--- config.mk ---
export PLATFORM = sky130hd
export DESIGN_NAME = track_sel_top
export DESIGN_NICKNAME = d
export VERILOG_FILES = /design/src/rtl/track_sel_pkg.sv /design/src/rtl/track_sel_ctrl.sv /design/src/rtl/track_sel_dp.sv /design/src/rtl/track_sel_top.sv
export SDC_FILE = /design/constraint.sdc
export NUM_CORES = 1
export LEC_CHECK = 0
export BUFFER_PORTS_ARGS = -buffer_cell sky130_fd_sc_hd__buf_2
export CAP_MARGIN = 20
export CORE_UTILIZATION = 28
export CTS_BUF_LIST = sky130_fd_sc_hd__clkbuf_2 sky130_fd_sc_hd__clkbuf_4 sky130_fd_sc_hd__clkbuf_8
export CTS_CLUSTER_DIAMETER = 100
export DETAILED_ROUTE_END_ITERATION = 10
export GPL_ROUTABILITY_DRIVEN = 0
export GPL_TIMING_DRIVEN = 0
export MAX_ROUTING_LAYER = met4
export PLACE_DENSITY = 0.56
export SLEW_MARGIN = 20
export SYNTH_ARGS = -nofsm -noshare
export SYNTH_HDL_FRONTEND = slang
export SYNTH_SLANG_ARGS = --single-unit
--- constraint.sdc ---
create_clock -name clk -period 2.48 [get_ports clk]
set_clock_uncertainty 0.15 [all_clocks]
set_input_delay 0.496 -clock clk [delete_from_list [all_inputs] [get_ports clk]]
set_output_delay 0.496 -clock clk [all_outputs]
set_load 0.01 [all_outputs]
--- src/rtl/track_sel_pkg.sv ---
package track_sel_pkg;
  localparam int TRACKS = 5;

  typedef struct packed {
    logic shiftStb;
    logic shiftBit;
    logic clearStb;
  } selStb_t;
endpackage

--- src/rtl/track_sel_ctrl.sv ---
module track_sel_ctrl
  import track_sel_pkg::*;
#(
  parameter int SYNC_STAGES = 2
) (
  input  logic    clk,
  input  logic    rstN,
  input  logic    shiftClkN,
  input  logic    serData,
  input  logic    clearIn,
  input  logic    testEn,
  output selStb_t stb
);
  localparam int LAST = SYNC_STAGES - 1;

  // one extra stage on the clock pipe holds the previous level for edge detection
  logic [SYNC_STAGES:0]   clkPipe;
  logic [SYNC_STAGES-1:0] dataPipe;

  always_ff @(posedge clk or negedge rstN) begin
    if (!rstN) begin
      clkPipe  <= '1;
      dataPipe <= '0;
    end else begin
      clkPipe  <= {clkPipe[SYNC_STAGES-1:0], shiftClkN};
      dataPipe <= {dataPipe[SYNC_STAGES-2:0], serData};
    end
  end

  logic fallSeen;
  assign fallSeen = clkPipe[SYNC_STAGES] & ~clkPipe[LAST];

  always_comb begin
    stb.shiftStb = fallSeen & testEn;
    stb.shiftBit = dataPipe[LAST];
    stb.clearStb = clearIn;
  end
endmodule

--- src/rtl/track_sel_dp.sv ---
module track_sel_dp
  import track_sel_pkg::*;
#(
  parameter int WIDTH = TRACKS
) (
  input  logic             clk,
  input  logic             rstN,
  input  selStb_t          stb,
  input  logic             testEn,
  input  logic [WIDTH-1:0] trackIn,
  output logic [WIDTH-1:0] selMask,
  output logic             obsOut
);
  always_ff @(posedge clk or negedge rstN) begin
    if (!rstN)
      selMask <= '0;
    else if (stb.clearStb)
      selMask <= '0;
    else if (stb.shiftStb)
      selMask <= {selMask[WIDTH-2:0], stb.shiftBit};
  end

  logic [WIDTH:0] parityChain;
  assign parityChain[0] = 1'b0;

  for (genvar i = 0; i < WIDTH; i++) begin : g_xor
    assign parityChain[i+1] = parityChain[i] ^ (selMask[i] & trackIn[i]);
  end

  assign obsOut = testEn & parityChain[WIDTH];
endmodule

--- src/rtl/track_sel_top.sv ---
module track_sel_top
  import track_sel_pkg::*;
#(
  parameter int WIDTH       = TRACKS,
  parameter int SYNC_STAGES = 2
) (
  input  logic             clk,
  input  logic             rstN,
  input  logic             shiftClkN,
  input  logic             serData,
  input  logic             clearIn,
  input  logic             testEn,
  input  logic [WIDTH-1:0] trackIn,
  output logic             obsOut
);
  selStb_t          stb;
  logic [WIDTH-1:0] selMask;

  track_sel_ctrl #(.SYNC_STAGES(SYNC_STAGES)) u_ctrl (
    .clk      (clk),
    .rstN     (rstN),
    .shiftClkN(shiftClkN),
    .serData  (serData),
    .clearIn  (clearIn),
    .testEn   (testEn),
    .stb      (stb)
  );

  track_sel_dp #(.WIDTH(WIDTH)) u_dp (
    .clk    (clk),
    .rstN   (rstN),
    .stb    (stb),
    .testEn (testEn),
    .trackIn(trackIn),
    .selMask(selMask),
    .obsOut (obsOut)
  );
endmodule

==> summary.txt <==
Die
  • Die W: 40.5 um
  • Die height: slightly above 40 um
  • Core ar.: around 0.0013 mm2
  • Starting Density: 31.1%
  • I/O pins: 12
  • Row Count: 13
  • Die ar.: 0.00164 mm2

Setup path
  • Crit path kind: register to output port
  • CP startpoint: u_dp.selMask[2]
  • Crit Reg-Reg Startpoint: u_ctrl.clkPipe[1]
  • Worst reg-to-reg path cell count: 3
  • Worst-path maximum fanout: 3
  • Required @ worst endpoint: 1830 ps
  • Worst setup EP type: output port
  • Reg-to-Reg End: u_dp.selMask[2]
  • Crit path capture: obsOut
  • Worst EP arrival: between 1500 and 2000 ps
  • Crit path launch type: register
  • Reg-to-reg slack, setup: between 1000 and 1500 ps

Placement
  • Placed Area: 488 um2
  • Dpl cells: 56
  • Port bufs: 11
  • Hpwl dp: 540 um
  • Dpl ws: ~370 ps

Power and ir drop
  • Internal power: 253 uW
  • Sw Share: 18.6%
  • Logic pwr share: 6.1%
  • Clk pwr share: around two fifths
  • Power share of the sequential group: between 50 and 60%
  • Net Sw Power: 57.9 uW
  • PwrDens: a little under 600 mW/mm2
  • Max VDD drop: 0.197 mV
  • Leakage power figure: about 0.29 nW

Routing
  • Routed len/inst: a little over 10 um
  • DR DRC count: 0
  • Drt pass-1 iters: 2
  • ANT nets after route: 0
  • Via density: 4.44
  • Total number of vias: 271
  • DRT Wirelength: 616 um
  • Initial DRC count: 1

Logic synthesis
  • Synth Register Bits: 10
  • Post-Synthesis Cells: 30
  • Avg Inst Size Synth: 13.8 um2
  • Register area share after synthesis: 61.3%
  • Post-Syn Area: 414 um2
  • Synthesis warning total: 0
  • Synth Net Count: between 40 and 50
  • Count of cell types in the netlist: 10

Min path
  • Worst hold stages: 1
  • HP Class: primary input to register

Clock tree
  • CTS Sinks: 10
  • Num CTS Buffers: 3
  • Clock slew at reported path FFs: 60 ps
  • Post-CTS setup buffers: 0
  • Clock latency on the worst-skew pair: 250 ps
  • Post_cts resized: 0
  • H-tree level count: 1
  • Longest Clk Path Bufs: 2
  • Clk root buf: clkbuf_4
  • CTS tree: done
  • Post-CTS Hold Buffers: 1

Timing
  • RSZ-0062 raised after global routing: no
  • Final hold vios: 0
  • Tmin final: 2170 ps
  • Final TNS setup: 0 ps
  • Max-slew headroom: between 70% and 80%
  • Finish-stage setup viols: 0
  • Max Slew Vio Count: 0
  • Fin crit share: 87.4%
  • Fin worst setup slack: 311 ps
  • Tightest Pin Transition: between 300 and 400 ps
  • Achievable Freq: ~460 MHz

Finish
  • Number of inserted diodes: 0
  • Area Overhead vs Synth: 27.5%
  • Final Cell Area: approximately 530 um2
  • Post-Layout Cell Count: 61
  • Share of cells above drive strength 1: slightly above 40%
  • Layout Nets: between 50 and 60
  • Fill cells: 144

Global route
  • Grt total ovfl: 0
  • First-pass GRT wire length: 1020 um
  • Vias in the first global route: about 260
  • Largest net degree at the start of global routing: 11
  • Initial antenna violation count: 0
  • Global-route usage over all layers: between 10% and 20%

Flow run
  • Max-cap violations: 0

Run status
  • Status: finished clean
cell families after synthesis:
logic type,count (synthesis),synth area share [%]
simple gates,12,12.4
flops,10,61.3
mux,5,12.1
xor+xnor,3,14.2
layout by cell type, fill, tap and decap left out:
cell            n
dfrtp_1         7
nor2_1          5
xnor2_1         1
and2_1          1
dfstp_2         3
clkbuf_4        4
dlygate4sd3_1   1
mux2i_1         5
nand3b_1        1
xnor2_4         1
nand2_1         5
xnor3_1         1
buf_2          11
flip-flops by register name (all words and copies together) (netlist names):
signal           count
u_dp.selMask         5
u_ctrl.clkPipe       3
u_ctrl.dataPipe      2
stage by stage:
step | total power [mW] | hold slack [ps] | util (%)
2_1_floorplan | 0.180 | 50.4 | -
4_1_cts | 0.317 | 183 | 39.6
6_report | 0.311 | 191 | 39.6
3_3_place_gp | 0.192 | 184 | 36.6
5_1_grt | 0.329 | 169 | 39.6
3_5_place_dp | 0.193 | 187 | 36.6
cell type report:
type                    count  area [um2]  share of cell area (%)
well taps                  15        18.8                    3.55
clock buffers               4        30.0                    5.69
repair buffers             12        65.1                    12.3
flip-flops and latches     10         254                    48.1
multi-input cells          20         160                    30.3
layer usage:
| metal | share of wire, % | vias up | GRT usage (%) | routed length [um] |
|---|---|---|---|---|
| met4 | 0 | 0 | 7.50 | 0 |
| li1 | - | 131 | - | - |
| met5 | 0 | - | - | 0 |
| met2 | 58 | 9 | 19.0 | 356 |
| met1 | 37 | 131 | 9.38 | 226 |
| met3 | 5.2 | 0 | 3.33 | 32 |
worst max-delay path, cell delays in order (launching register included):
cell	delay, ps
dfrtp_1	390
nand2_1	80
xnor3_1	390
xnor2_1	130
and2_1	150
buf_2	130
worst min path at each step:
stage	startpoint	to	slack (ps)
6_report	shiftClkN	u_ctrl.clkPipe[0]	190
2_1_floorplan	rstN	u_ctrl.dataPipe[0]	50
4_1_cts	serData	u_ctrl.dataPipe[0]	180
3_3_place_gp	u_ctrl.dataPipe[0]	u_ctrl.dataPipe[1]	180
5_1_grt	serData	u_ctrl.dataPipe[0]	170
3_5_place_dp	u_ctrl.dataPipe[0]	u_ctrl.dataPipe[1]	190
synthesized netlist by cell type, drive strengths merged:
cell type	n	area, um2
and2	1	6.26
dfrtp	7	175
dfstp	3	78.8
mux2i	5	50.1
nand2	5	18.8
nand3b	1	7.51
nor2	5	18.8
xnor2	2	36.3
xnor3	1	22.5
power groups by stage:
stage                     sequential (mW)  clock, mW  combinational (mW)
after floorplan                     0.174          0             0.00585
after global placement              0.174          0              0.0175
after detailed placement            0.174          0              0.0184
after CTS                           0.172      0.126              0.0195
after global routing                0.172      0.136              0.0214
final                               0.172      0.120              0.0189
(Power assumes the default switching activity.)
